===== src/rtl/i2cs_pkg.sv =====
package i2cs_pkg;
  typedef enum logic [1:0] {
    BUS_IDLE = 2'd0,
    BUS_ADDR = 2'd1,
    BUS_DATA = 2'd2,
    BUS_SKIP = 2'd3
  } bus_state_e;

  localparam logic [1:0] REG_CFG  = 2'd0;
  localparam logic [1:0] REG_STAT = 2'd1;
  localparam logic [1:0] REG_OWN  = 2'd2;
  localparam logic [1:0] REG_RX   = 2'd3;
endpackage


===== src/rtl/i2cs_rate_tick.sv =====
module i2cs_rate_tick #(
  parameter int DIV_STD  = 15,
  parameter int DIV_FAST = 4,
  parameter int DIV_SLOW = 30
) (
  input  logic       clk,
  input  logic       rst,
  input  logic [1:0] rate,
  output logic       tick
);
  localparam int MAXD = (DIV_SLOW > DIV_STD) ? ((DIV_SLOW > DIV_FAST) ? DIV_SLOW : DIV_FAST)
                                             : ((DIV_STD > DIV_FAST) ? DIV_STD : DIV_FAST);
  localparam int CW = $clog2(MAXD + 1);

  logic [CW-1:0] cnt;
  logic [CW-1:0] reload;

  always_comb begin
    case (rate)
      2'b01:   reload = CW'(DIV_FAST - 1);
      2'b10:   reload = CW'(DIV_SLOW - 1);
      default: reload = CW'(DIV_STD - 1);
    endcase
  end

  always_ff @(posedge clk) begin
    if (rst) begin
      cnt  <= '0;
      tick <= 1'b0;
    end else if (cnt == '0) begin
      cnt  <= reload;
      tick <= 1'b1;
    end else begin
      cnt  <= cnt - 1'b1;
      tick <= 1'b0;
    end
  end
endmodule


===== src/rtl/i2cs_line_sampler.sv =====
module i2cs_line_sampler #(
  parameter int SYNC_STAGES = 2
) (
  input  logic clk,
  input  logic rst,
  input  logic psel,
  input  logic scl0,
  input  logic sda0,
  input  logic scl1,
  input  logic sda1,
  input  logic tick,
  output logic ev_start,
  output logic ev_stop,
  output logic ev_rise,
  output logic ev_fall,
  output logic sda_bit
);
  localparam int NL = 2;  // index 1 = SCL, index 0 = SDA

  logic [NL-1:0]                  raw;
  logic [NL-1:0][SYNC_STAGES-1:0] sq;
  logic                           s_scl, s_sda, p_scl, p_sda;

  assign raw   = psel ? {scl1, sda1} : {scl0, sda0};
  assign s_scl = sq[1][SYNC_STAGES-1];
  assign s_sda = sq[0][SYNC_STAGES-1];

  always_ff @(posedge clk) begin
    for (int i = 0; i < NL; i++) begin
      if (rst) sq[i] <= '1;
      else     sq[i] <= {sq[i][SYNC_STAGES-2:0], raw[i]};
    end
  end

  // Previous sample starts at idle-high so a low SDA under a high SCL
  // at enable time reads as a Start.
  always_ff @(posedge clk) begin
    if (rst) begin
      p_scl    <= 1'b1;
      p_sda    <= 1'b1;
      ev_start <= 1'b0;
      ev_stop  <= 1'b0;
      ev_rise  <= 1'b0;
      ev_fall  <= 1'b0;
      sda_bit  <= 1'b1;
    end else begin
      ev_start <= 1'b0;
      ev_stop  <= 1'b0;
      ev_rise  <= 1'b0;
      ev_fall  <= 1'b0;
      if (tick) begin
        p_scl    <= s_scl;
        p_sda    <= s_sda;
        sda_bit  <= s_sda;
        ev_start <= p_scl & s_scl & p_sda & ~s_sda;
        ev_stop  <= p_scl & s_scl & ~p_sda & s_sda;
        ev_rise  <= ~p_scl & s_scl;
        ev_fall  <= p_scl & ~s_scl;
      end
    end
  end
endmodule


===== src/rtl/i2cs_bus_fsm.sv =====
module i2cs_bus_fsm
  import i2cs_pkg::*;
#(
  parameter int AW = 7
) (
  input  logic          clk,
  input  logic          rst,
  input  logic          ev_start,
  input  logic          ev_stop,
  input  logic          ev_rise,
  input  logic          ev_fall,
  input  logic          sda_bit,
  input  logic [AW-1:0] own_addr,
  output logic          sda_oe,
  output logic          hit_p,
  output logic          byte_p,
  output logic          stop_p,
  output logic          rd_dir,
  output logic [AW:0]   rx_byte,
  output bus_state_e    state
);
  localparam int BW = AW + 1;
  localparam int CW = $clog2(BW + 1);
  localparam logic [CW-1:0] FULL = CW'(BW);

  logic [BW-1:0] shreg;
  logic [CW-1:0] cnt;
  logic          ack_ph;

  always_ff @(posedge clk) begin
    if (rst) begin
      state   <= BUS_IDLE;
      shreg   <= '0;
      cnt     <= '0;
      ack_ph  <= 1'b0;
      sda_oe  <= 1'b0;
      hit_p   <= 1'b0;
      byte_p  <= 1'b0;
      stop_p  <= 1'b0;
      rd_dir  <= 1'b0;
      rx_byte <= '0;
    end else begin
      hit_p  <= 1'b0;
      byte_p <= 1'b0;
      stop_p <= 1'b0;
      if (ev_stop) begin
        state  <= BUS_IDLE;
        sda_oe <= 1'b0;
        ack_ph <= 1'b0;
        stop_p <= 1'b1;
      end else if (ev_start) begin
        state  <= BUS_ADDR;
        cnt    <= '0;
        ack_ph <= 1'b0;
        sda_oe <= 1'b0;
      end else if (state == BUS_ADDR || state == BUS_DATA) begin
        if (ev_rise && !ack_ph && cnt != FULL) begin
          shreg <= {shreg[BW-2:0], sda_bit};
          cnt   <= cnt + 1'b1;
        end
        if (ev_fall) begin
          if (ack_ph) begin
            ack_ph <= 1'b0;
            sda_oe <= 1'b0;
            cnt    <= '0;
            if (state == BUS_ADDR) state <= rd_dir ? BUS_SKIP : BUS_DATA;
          end else if (cnt == FULL) begin
            if (state == BUS_ADDR) begin
              if (shreg[BW-1:1] == own_addr) begin
                sda_oe <= 1'b1;
                ack_ph <= 1'b1;
                hit_p  <= 1'b1;
                rd_dir <= shreg[0];
              end else begin
                state <= BUS_SKIP;
              end
            end else begin
              sda_oe  <= 1'b1;
              ack_ph  <= 1'b1;
              byte_p  <= 1'b1;
              rx_byte <= shreg;
            end
          end
        end
      end
    end
  end
endmodule


===== src/rtl/i2c_slave_ctl.sv =====
module i2c_slave_ctl
  import i2cs_pkg::*;
#(
  parameter int DIV_STD     = 15,
  parameter int DIV_FAST    = 4,
  parameter int DIV_SLOW    = 30,
  parameter int SYNC_STAGES = 2,
  parameter int EN_STAGES   = 2
) (
  input  logic       clk,
  input  logic       rst,
  input  logic       reg_we,
  input  logic [1:0] reg_addr,
  input  logic [7:0] reg_wdata,
  output logic [7:0] reg_rdata,
  output logic       irq,
  input  logic       scl0_in,
  input  logic       sda0_in,
  output logic       sda0_pull,
  input  logic       scl1_in,
  input  logic       sda1_in,
  output logic       sda1_pull
);
  localparam int AW = 7;

  logic                 cfg_en, psel, sie;
  logic [1:0]           rate;
  logic [AW-1:0]        own;
  logic [EN_STAGES-1:0] en_pipe;
  logic                 en_s, core_rst;
  logic                 tick;
  logic                 ev_start, ev_stop, ev_rise, ev_fall, sda_bit;
  logic                 sda_oe, hit_p, byte_p, stop_p, rd_dir;
  logic [AW:0]          rx_byte;
  bus_state_e           fsm_state;
  logic                 st_byte, st_match, st_stop;
  logic [2:0]           clr;
  logic [3:0]           status;
  logic                 unused_wbits;

  assign unused_wbits = ^{reg_wdata[7], reg_wdata[5], reg_wdata[1]};

  always_ff @(posedge clk) begin
    if (rst) begin
      cfg_en <= 1'b0;
      psel   <= 1'b0;
      sie    <= 1'b0;
      rate   <= 2'b00;
      own    <= '0;
    end else if (reg_we) begin
      if (reg_addr == REG_CFG) begin
        cfg_en <= reg_wdata[0];
        rate   <= reg_wdata[3:2];
        sie    <= reg_wdata[4];
        if (!cfg_en) psel <= reg_wdata[6];
      end
      if (reg_addr == REG_OWN) own <= reg_wdata[AW-1:0];
    end
  end

  always_ff @(posedge clk) begin
    if (rst) en_pipe <= '0;
    else     en_pipe <= {en_pipe[EN_STAGES-2:0], cfg_en};
  end
  assign en_s     = en_pipe[EN_STAGES-1];
  assign core_rst = rst | ~en_s;

  i2cs_rate_tick #(.DIV_STD(DIV_STD), .DIV_FAST(DIV_FAST), .DIV_SLOW(DIV_SLOW)) u_tick (
    .clk(clk), .rst(core_rst), .rate(rate), .tick(tick)
  );

  i2cs_line_sampler #(.SYNC_STAGES(SYNC_STAGES)) u_samp (
    .clk(clk), .rst(core_rst), .psel(psel),
    .scl0(scl0_in), .sda0(sda0_in), .scl1(scl1_in), .sda1(sda1_in),
    .tick(tick), .ev_start(ev_start), .ev_stop(ev_stop),
    .ev_rise(ev_rise), .ev_fall(ev_fall), .sda_bit(sda_bit)
  );

  i2cs_bus_fsm #(.AW(AW)) u_fsm (
    .clk(clk), .rst(core_rst),
    .ev_start(ev_start), .ev_stop(ev_stop), .ev_rise(ev_rise), .ev_fall(ev_fall),
    .sda_bit(sda_bit), .own_addr(own),
    .sda_oe(sda_oe), .hit_p(hit_p), .byte_p(byte_p), .stop_p(stop_p),
    .rd_dir(rd_dir), .rx_byte(rx_byte), .state(fsm_state)
  );

  assign clr = (reg_we && reg_addr == REG_STAT) ? reg_wdata[2:0] : 3'b000;

  always_ff @(posedge clk) begin
    if (core_rst) begin
      st_byte  <= 1'b0;
      st_match <= 1'b0;
      st_stop  <= 1'b0;
      irq      <= 1'b0;
    end else begin
      st_byte  <= (st_byte  & ~clr[0]) | byte_p;
      st_match <= (st_match & ~clr[1]) | hit_p;
      st_stop  <= (st_stop  & ~clr[2]) | stop_p;
      irq      <= hit_p | (sie & stop_p & ~(st_stop & ~clr[2]));
    end
  end

  assign status = {rd_dir, st_stop, st_match, st_byte};

  always_ff @(posedge clk) begin
    if (rst) reg_rdata <= '0;
    else begin
      case (reg_addr)
        REG_CFG:  reg_rdata <= {1'b0, psel, 1'b0, sie, rate, 1'b0, cfg_en};
        REG_STAT: reg_rdata <= {4'b0000, status};
        REG_OWN:  reg_rdata <= {1'b0, own};
        default:  reg_rdata <= rx_byte;
      endcase
    end
  end

  assign sda0_pull = sda_oe & ~psel;
  assign sda1_pull = sda_oe & psel;
endmodule


===== config.mk =====
export PLATFORM = sky130hd
export DESIGN_NAME = i2c_slave_ctl
export DESIGN_NICKNAME = d
export VERILOG_FILES = /design/src/rtl/i2cs_pkg.sv /design/src/rtl/i2cs_rate_tick.sv /design/src/rtl/i2cs_line_sampler.sv /design/src/rtl/i2cs_bus_fsm.sv /design/src/rtl/i2c_slave_ctl.sv
export SDC_FILE = /design/constraint.sdc
export NUM_CORES = 1
export LEC_CHECK = 0
export ABC_CLOCK_PERIOD_IN_PS = 4800
export CORE_MARGIN = 2
export CORE_UTILIZATION = 50
export CTS_CLUSTER_SIZE = 40
export DETAILED_ROUTE_END_ITERATION = 10
export PLACE_DENSITY = 0.71
export SLEW_MARGIN = 30
export SYNTH_ARGS = -nofsm -noshare
export SYNTH_HDL_FRONTEND = slang
export SYNTH_HIERARCHICAL = 1
export SYNTH_SLANG_ARGS = --single-unit

===== constraint.sdc =====
create_clock -name clk -period 4.8 [get_ports clk]
set_input_delay 0.72 -clock clk [delete_from_list [all_inputs] [get_ports clk]]
set_output_delay 0.72 -clock clk [all_outputs]
set_load 0.02 [all_outputs]

# [After elaboration in Yosys (flattened, before gate mapping)]
# Index checks and enable logic that the tools add are counted.
[classes] n_addsub=2 n_mul=0 div=0 n_lt_le_gt_ge=0 eq_ne=12 n_shift=0 n_mux=30 bitwise_logic=38 n_reduce_logical=28
[ops] cell="$pmux 8 s3" count=1
[ops] cell="$mux 4" count=5
[ops] cell="$not 1->1" count=19
[ops] cell="$mux 1" count=15
[ops] cell="$and 1x1->1" count=14
[ops] cell="$mux 2" count=6
[ops] cell="$pmux 5 s2" count=1
[ops] cell="$reduce_and 5->1" count=2
[ops] cell="$reduce_and 2->1" count=4
[ops] cell="$reduce_and 4->1" count=2
[ops] cell="$reduce_and 8->1" count=1
[ops] cell="$reduce_bool 2->1" count=4
[ops] cell="$reduce_or 8->1" count=1
[ops] cell="$eq 7x7->1" count=1
[ops] cell="$reduce_and 7->1" count=1
[ops] cell="$reduce_or 7->1" count=1
[ops] cell="$eq 2x1->1 const B" count=3
[ops] cell="$eq 2x2->1 const B" count=3
[ops] cell="$ne 3x2->1 const B" count=2
[ops] cell="$logic_not 5->1" count=1
[ops] cell="$mux 5" count=1
[ops] cell="$or 1x1->1" count=5
[ops] cell="$sub 5x1->5 const B" count=1
[ops] cell="$add 4x1->4 const B" count=1
[ops] cell="12 further kinds" count=15
[word_totals] register_bits=70 latchBits=0 ramBits=0 rom_bits=0 in_bits=17 out_inout_bits=11 elab_cells=142 n_memories=0

# [Depth between registers and ports, before layout]
# Gate-level depths: netlist of run 1.
[logic_depth] depth_word=8 ltp_mapped=7 ltp_nobuf=6

# [By module]
# Netlist of run 1, hierarchy kept.
[modules_own_cells] mod="i2cs_bus_fsm" instances=1 cells_per_inst=140 area_per_inst_um2=1290.0 seq_area_each_um2=560.5
[modules_own_cells] mod="i2c_slave_ctl" instances=1 cells_per_inst=104 area_per_inst_um2=1152.4 seq_area_each_um2=520.5
[modules_own_cells] mod="i2cs_line_sampler" instances=1 cells_per_inst=25 area_per_inst_um2=344.1 seq_area_each_um2=200.2
[modules_own_cells] mod="i2cs_rate_tick" instances=1 cells_per_inst=30 area_per_inst_um2=310.3 seq_area_each_um2=120.1

# [Worst setup path after synthesis of run 1]
# OpenSTA, ideal clock, no wires.
[synth_timing] kind="input -> register" from="input port rst" to="register u_fsm.byte_p" setup_time_ps=128 arrival_ps=1844 t_required_ps=4672 path_slack_ps=2829 cell_stages=4 n_path_buf=2 cell_sequence="nand2b_1 -> clkbuf_1 -> clkbuf_1 -> nor2_1"
[synth_between] elab_chain_cells=2
[synth_rtl] element="start: declaration" line="i2c_slave_ctl.sv:11" rtl="input logic rst,"
[synth_rtl] element="$or 1x1->1" line="i2c_slave_ctl.sv:66" rtl="assign core_rst = rst | ~en_s;"
[synth_rtl] element="$reduce_or 7->1 (no source line)"
[synth_rtl] element="end signal: assignment" line="i2cs_bus_fsm.sv:38" rtl="byte_p <= 1'b0;"
[synth_rtl] element="end signal: assignment" line="i2cs_bus_fsm.sv:44" rtl="byte_p <= 1'b0;"
[synth_rtl] element="end signal: assignment" line="i2cs_bus_fsm.sv:80" rtl="byte_p <= 1'b1;"
[synth_rtl] element="end: declaration" line="i2cs_bus_fsm.sv:16" rtl="output logic byte_p,"
# Every way passes these cells.
# A chain may end at the register's enable or synchronous reset.

# [Worst setup path in the final report of run 1]
[layout_timing] from="input port rst" to="register u_fsm.cnt[0]"
[layout_between] elab_chain_cells=1
[layout_rtl] element="$or 1x1->1" line="i2c_slave_ctl.sv:66"
[layout_rtl] element="named net core_rst" line="i2c_slave_ctl.sv:30" rtl="logic en_s, core_rst;"
[layout_rtl] element="end signal: assignment" line="i2cs_bus_fsm.sv:59" rtl="cnt <= cnt + 1'b1;"
[layout_rtl] element="end: declaration" line="i2cs_bus_fsm.sv:27" rtl="logic [CW-1:0] cnt;"
# The timed path passes the listed nets, and every way through them passes these cells.

==> metrics.md, run 1 <==
| Metric | Value |
|---|---|
| Status | completed |
| Crit path capture type | flip-flop |
| Synthesized area | 3100 um^2 |
| Core Area | around 6000 um^2 |
| Ratio of cells with drive above 1 in the final layout | 0.0934 |
| Fmax | around 370 MHz |
| Area delta synth->final | 16.4% |
| Critical Path AT | slightly below 3 ns |
| Hold path startpoint | u_samp/sq[0] |
| Wire per inst | ~14 um |
| Final setup vio count | 0 |
| Post-synth net total | 323 |
| Max-cap violations | 0 |
| Startpoint types | input port |
| Clk_lat worst skew | between 0.3 and 0.4 ns |
| DP HPWL | roughly 4100 um |
| H-tree lvl count | 3 |
| Leak pwr | about 1.4 nW |
| Antenna Nets Post-Route | 0 |
| Worst Max-Slew Pin Slew | roughly 0.87 ns |
| # hold bufs at CTS | 0 |
| Total congestion overflow | 0 |
| I/O pins | 28 |
| Distinct cells, synth | between 40 and 50 |
| Primary FF master, synth | dfxtp_1 |
| Initial drt markers | 88 |
| Most frequent cells in the layout | dfxtp_1 (70), mux2i_1 (33), nor2_1 (28) |
| Hold-critical path depth | 1 |
| CTS tree | done |
| WS Path Type | input port to flip-flop |
| R2R depth | 6 |
| Worst Hold Class | flip-flop to flip-flop |
| Post-Route Setup TNS | 0 ns |
| FFs w/ async S/R, synth | 0 |
| IO Port Bufs | 26 |
| Yosys warns | 6 |
| First-pass GRT wire length | approximately 9600 um |
| Sink Count | 70 |
| Post-synth EDFFs | 0 |
| Total track usage | 0.187 |
| Tmin final | roughly 2.7 ns |
| Crit path max fanout | 27 |
| Terminus of the critical flop-to-flop path | u_fsm/rx_byte[3] |
| Resized cells post-CTS | 0 |
| Gate Count Post-Synth | 299 |
| Antenna diodes | 0 |
| Power density over the cells | between 300 and 400 nW/um^2 |
| Routed wire length | 5840 um |
| Vias per inst | 5.33 |
| Slew headroom | 0.419 |
| CTS buffer count | 9 |
| Hold path endpoint | u_samp/s_sda |
| Via count | approximately 2200 |
| Fin crit share | 0.563 |
| # nets final | 351 |
| Largest net degree at the start of global routing | 28 |
| Vias in the first global route | 2020 |
| R2r setup slk | between 2 and 3 ns |
| RSZ-0062 raised after global routing | false |
| Final worst slack | roughly 2.1 ns |
| CP Data Required Time | roughly 5.0 ns |
| Die Wd | between 80 and 90 um |
| DP Worst Slack | ~1.7 ns |
| Core Rows | 28 |
| Initial antenna violation count | 0 |
| Worst R2R Start | u_fsm/state[1] |
| Fin. max-slew vios | 0 |
| CTS Buffer Depth | 2 |
| Post-CTS setup-driven buffer insertion count | 0 |
| Die Area | roughly 6800 um^2 |
| Yosys reg bits | 70 |
| Worst vdd ir | ~190 uV |
| Clock-pin slew on the worst setup and hold paths | around 0.070 ns |
| CTS root buf | clkbuf_8 |
| Post-synthesis sequential area ratio | 0.453 |
| Initial Util | 0.520 |
| Clock skew | between 0.008 and 0.009 ns |
| GPL Wtd Cong | a little over 0.8 |
| Drc violations | 0 |
| Final Hold Fails | 0 |
| Commonest non-fill, non-tap cell in the layout | dfxtp_1 |
| Die Span Y | 82.7 um |
| 1st-pass router iterations | 4 |
| Synthesized area per cell | a little over 10 um^2 |
## worst max-delay path, stage by stage
cell and delay, ns:
clkdlybuf4s50_1 0.93, nand2b_1 0.77, inv_1 0.15, o21ai_0 0.25
nor2_1 0.09
## cells in the mapped netlist, types with 2 or more instances
cell / n / area (um^2)
nand2_1: 7 / 26.3
buf_6: 3 / 33.8
or2_1: 3 / 18.8
a211o_1: 4 / 35.0
and2_1: 2 / 12.5
nand4b_1: 3 / 26.3
mux2i_1: 33 / 330
and3b_1: 5 / 43.8
mux4_2: 2 / 45.0
nor3b_2: 3 / 37.5
buf_2: 2 / 10.0
nand2b_1: 24 / 150
a21oi_1: 9 / 45.0
a31oi_1: 2 / 12.5
dfxtp_1: 70 / 1400
ha_1: 7 / 87.6
xnor2_1: 9 / 78.8
nor3_1: 5 / 25.0
o21ai_0: 8 / 40.0
nand3_1: 4 / 20.0
or3_1: 2 / 12.5
nor2b_1: 15 / 93.8
nor2_1: 28 / 105
o32ai_1: 2 / 17.5
a211oi_1: 4 / 30.0
a311oi_1: 3 / 26.3
clkbuf_1: 5 / 18.8
inv_1: 14 / 52.6
## worst max path at each step
stage | start | endpoint | cells past startpoint
3_3_place_gp | rst | u_fsm/cnt[0] | 5
6_report | rst | u_fsm/cnt[0] | 5
4_1_cts | rst | u_fsm/cnt[0] | 5
2_1_floorplan | rst | u_fsm/byte_p | 4
5_1_grt | rst | u_fsm/cnt[1] | 5
3_5_place_dp | rst | u_fsm/cnt[0] | 5
## flip-flops by register name, indices dropped and copies added (netlist names), 2 cells and up
name and cells:
en_pipe 2, u_fsm/rx_byte 8, u_fsm/state 2, u_tick/cnt 5
u_fsm/shreg 8, reg_rdata 8, rate 2, own 7
u_fsm/cnt 4, u_samp/sq 2
## cells by family after synthesis
group	after synthesis	synth area share
AO/OA/AOI/OAI	37	0.0824
XOR/XNOR	10	0.0283
adder cells (fa/ha/maj)	7	0.0283
buffers and inverters	24	0.0372
flip-flops	70	0.453
multiplexers	37	0.133
AND/OR/NAND/NOR	114	0.238
## layer usage
layer	GRT usage	wire [um]
met4	0.0885	91
met3	0.0457	178
met2	0.287	2660
met5	0	0
met1	0.248	2920
## stage by stage
stage          std cells  total power [mW]   util  hold WS (ns)  cell area [um^2]
2_1_floorplan        299             0.636      -         0.383              3100
3_3_place_gp         391             0.657  0.570         0.393              3400
3_5_place_dp         391             0.658  0.570         0.408              3400
4_1_cts              407              1.15  0.605         0.418              3600
5_1_grt              407              1.18  0.605         0.426              3600
6_report             407              1.13  0.605         0.414              3600
## power by group
part	internal [mW]	switching (mW)	total, mW
combinational	0.0294	0.0244	0.0538
sequential	0.585	0.00512	0.590
clock	0.268	0.219	0.487
## cell type report
class,count,area (um^2)
Fill cell,509,2350
Multi-Input combinational cell,205,1580
Sequential cell,70,1400
Timing Repair Buffer,27,268
Clock buffer,11,151
Tap cell,75,93.8
Clock inverter,5,56.3
Inverter,14,52.6
No activity file was read; power rests on OpenSTA's default activity.
==> run 2, diff against run 1 <==
--- a/config.mk
+++ b/config.mk
@@ -5,12 +5,12 @@
 export SDC_FILE = /design/constraint.sdc
 export NUM_CORES = 1
 export LEC_CHECK = 0
-export ABC_CLOCK_PERIOD_IN_PS = 4800
+export ABC_CLOCK_PERIOD_IN_PS = 2200
 export CORE_MARGIN = 2
 export CORE_UTILIZATION = 50
 export CTS_CLUSTER_SIZE = 40
 export DETAILED_ROUTE_END_ITERATION = 10
-export PLACE_DENSITY = 0.71
+export PLACE_DENSITY = 0.74
 export SLEW_MARGIN = 30
 export SYNTH_ARGS = -nofsm -noshare
 export SYNTH_HDL_FRONTEND = slang
==> constraint.sdc (replaced) <==
create_clock -name clk -period 2.2 [get_ports clk]
set_input_delay 0.33 -clock clk [delete_from_list [all_inputs] [get_ports clk]]
set_output_delay 0.33 -clock clk [all_outputs]
set_load 0.02 [all_outputs]
==> metrics.md, run 2 (synthesized netlist as in run 1, its figures left out) <==
| Metric | Value |
|---|---|
| Vias per inst | 5.30 (-0.53%) |
| Post-CTS setup-driven buffer insertion count | 0 (unchanged) |
| Largest net degree at the start of global routing | 42 (+50%) |
| Crit path capture type | flip-flop |
| Slew headroom | 0.602 (+0.183) |
| Final Hold Fails | 0 (unchanged) |
| Sequential Power Share | 0.535 (+0.013) |
| Fin. max-slew vios | 0 (unchanged) |
| CTS Buffer Depth | 2 (unchanged) |
| Max-cap violations | 0 (unchanged) |
| Vias in the first global route | 2159 (+6.9%) |
| Initial antenna violation count | 0 (unchanged) |
| IO Port Bufs | 26 (unchanged) |
| Most frequent cells in the layout | dfxtp_1 (70), mux2i_1 (33), nor2_1 (28) |
| Worst Hold Class | flip-flop to flip-flop |
| DR WL met2 | 2870 um (+8.1%) |
| WS Path Type | flip-flop to flip-flop |
| RSZ-0062 raised after global routing | false |
| Crit path max fanout | 5 (-81%) |
| P_int | 1.86 mW (+110%) |
| Area of the multi-input gates | 1580 um^2 (unchanged) |
| Commonest non-fill, non-tap cell in the layout | dfxtp_1 |
| Final Cell Area | 3630 um^2 (+0.87%) |
| Post-Route Setup TNS | 0 ns (unchanged) |
| Ratio of cells with drive above 1 in the final layout | 0.107 (+0.0135) |
| Resized cells post-CTS | 0 (unchanged) |
| Terminus of the critical flop-to-flop path | u_fsm/cnt[0] |
| R2r setup slk | 0.33 ns (-2.30 ns) |
| Total congestion overflow | 0 (unchanged) |
| CP max-delay cell | o21ai_0 |
| Status | completed |
| Largest registers | reg_rdata x8, u_fsm/rx_byte x8, u_fsm/shreg x8 |
| Area delta synth->final | 17.4% |
| GPL Wtd Cong | 0.845 (+2.0%) |
| Critical Path AT | 2.08 ns (-0.84 ns) |
| Placed instance area | 3450 um^2 (+1.5%) |
| Routed wire length | 6110 um (+4.5%) |
| 1st-pass router iterations | 4 (unchanged) |
| Die Span Y | 82.7 um (unchanged) |
| Clock skew | 0.00596 ns (-0.00285 ns) |
| Hold-critical path depth | 2 (+1) |
| # nets final | 356 (+1.4%) |
| Via count | 2183 (+0.69%) |
| Hold path startpoint | u_fsm/rx_byte[7] |
| Clock-pin slew on the worst setup and hold paths | 0.08 ns (about the same) |
| Gate power share | 0.051 (+0.003) |
| Fin crit share | 0.849 |
| Antenna Nets Post-Route | 0 (unchanged) |
| Total track usage | 0.200 (+0.0129) |
| Final-layout fill cell count | 519 (+2.0%) |
| Top sig layer | met4 |
| Sink Count | 70 (unchanged) |
| Worst vdd ir | 448 uV (+130%) |
| Clock Power Share | 0.414 (-0.016) |
| CP Cell Sequence | inv_1 -> ha_1 -> nor2b_1 -> a21oi_1 -> o21ai_0 -> nor2_1 |
| Net load switching power | 0.550 mW (+120%) |
| Initial Util | 0.520 (unchanged) |
| CP Data Required Time | 2.41 ns (-2.60 ns) |
| H-tree lvl count | 3 (unchanged) |
| Die Wd | 82.7 um (unchanged) |
| Worst Max-Slew Pin Slew | 0.590 ns (-0.281 ns) |
| CP max stage delay | 0.49 ns (-0.44 ns) |
| Fmax | 536 MHz |
| Tmin final | approximately 1.9 ns |
| # hold bufs at CTS | 0 (unchanged) |
| Initial drt markers | 78 (-11%) |
| Post-Place Cells | 396 (+1.3%) |
| R2R depth | 6 (unchanged) |
| Drc violations | 0 (unchanged) |
| CTS root buf | clkbuf_8 |
| Hold path endpoint | reg_rdata[7] |
| CTS tree | done |
| Core Area | 5960 um^2 (unchanged) |
| I/O pins | 28 (unchanged) |
| DP HPWL | 4350 um (+5.3%) |
| First-pass GRT wire length | 10100 um (+5.6%) |
| Met3 wire len | 210 um (+18%) |
| Antenna diodes | 0 (unchanged) |
| Switching part of the total | 0.228 (+0.00888) |
| Leak pwr | 1.42 nW (+1.4%) |
| Number of cells in the finished layout apart from fillers | 412 (+1.2%) |
| Met1 WL | 2950 um (+1.1%) |
| Worst R2R Start | u_fsm/state[1] |
| Power density over the cells | 663 nW/um^2 (+110%) |
| Final setup vio count | 0 (unchanged) |
| Clk_lat worst skew | 0.34 ns (about the same) |
| Wire per inst | 14.8 um (+3.3%) |
| Die Area | 6840 um^2 (unchanged) |
| Startpoint types | flip-flop |
| CTS buffer count | 9 (unchanged) |
| Reg area | 1400 um^2 (unchanged) |
| Core Rows | 28 (unchanged) |
## run 2: final cells by class
cell class | count | area share
Clock buffer | 9 | 0.0341
Multi-Input combinational cell | 205 | 0.435
Tap cell | 75 | 0.0258
Timing Repair Buffer | 32 | 0.0874
Clock inverter | 7 | 0.0179
Inverter | 14 | 0.0145
Sequential cell | 70 | 0.386
## run 2: critical path, delay by kind of cell, from the launching register on
| family | cells | cell delay (ns) |
|---|---|---|
| adder cells (fa/ha/maj) | 1 | 0.32 |
| AND/OR/NAND/NOR | 2 | 0.39 |
| buffers and inverters | 1 | 0.05 |
| flip-flops | 1 | 0.36 |
| AO/OA/AOI/OAI | 2 | 0.60 |
## run 2: worst max path at each step
stage | slack, ns | to | from | cells after the start
floorplan | 0.59 | u_fsm/rd_dir | u_fsm/cnt[0] | 6
global placement | 0.37 | sie | reg_addr[0] | 4
detailed placement | 0.33 | own[4] | reg_addr[0] | 4
CTS | 0.33 | sda1_pull | psel | 2
global route | 0.22 | u_fsm/cnt[0] | u_fsm/state[1] | 6
finish | 0.33 | u_fsm/cnt[0] | u_fsm/state[1] | 6
## run 2: per-stage QoR
stage | setup slack (ns) | hold slack [ns] | power (mW) | util
detailed placement | 0.331 | 0.413 | 1.44 | 0.579
finish | 0.333 | 0.450 | 2.41 | 0.610
floorplan | 0.586 | 0.383 | 1.39 | -
CTS | 0.334 | 0.457 | 2.44 | 0.610
global route | 0.218 | 0.462 | 2.50 | 0.610
global placement | 0.373 | 0.415 | 1.44 | 0.579
## run 2: per-layer routing
layer,GRT usage,vias up
met5,0,-
met4,0.0689,0
met3,0.0598,7
met2,0.326,36
met1,0.253,1030
li1,-,1110
## run 2: power by group through the flow
stage	combinational (mW)	sequential [mW]	clock, mW
3_3_place_gp	0.121	1.32	0
3_5_place_dp	0.123	1.32	0
2_1_floorplan	0.0723	1.32	0
6_report	0.124	1.29	0.998
5_1_grt	0.134	1.29	1.08
4_1_cts	0.123	1.29	1.03
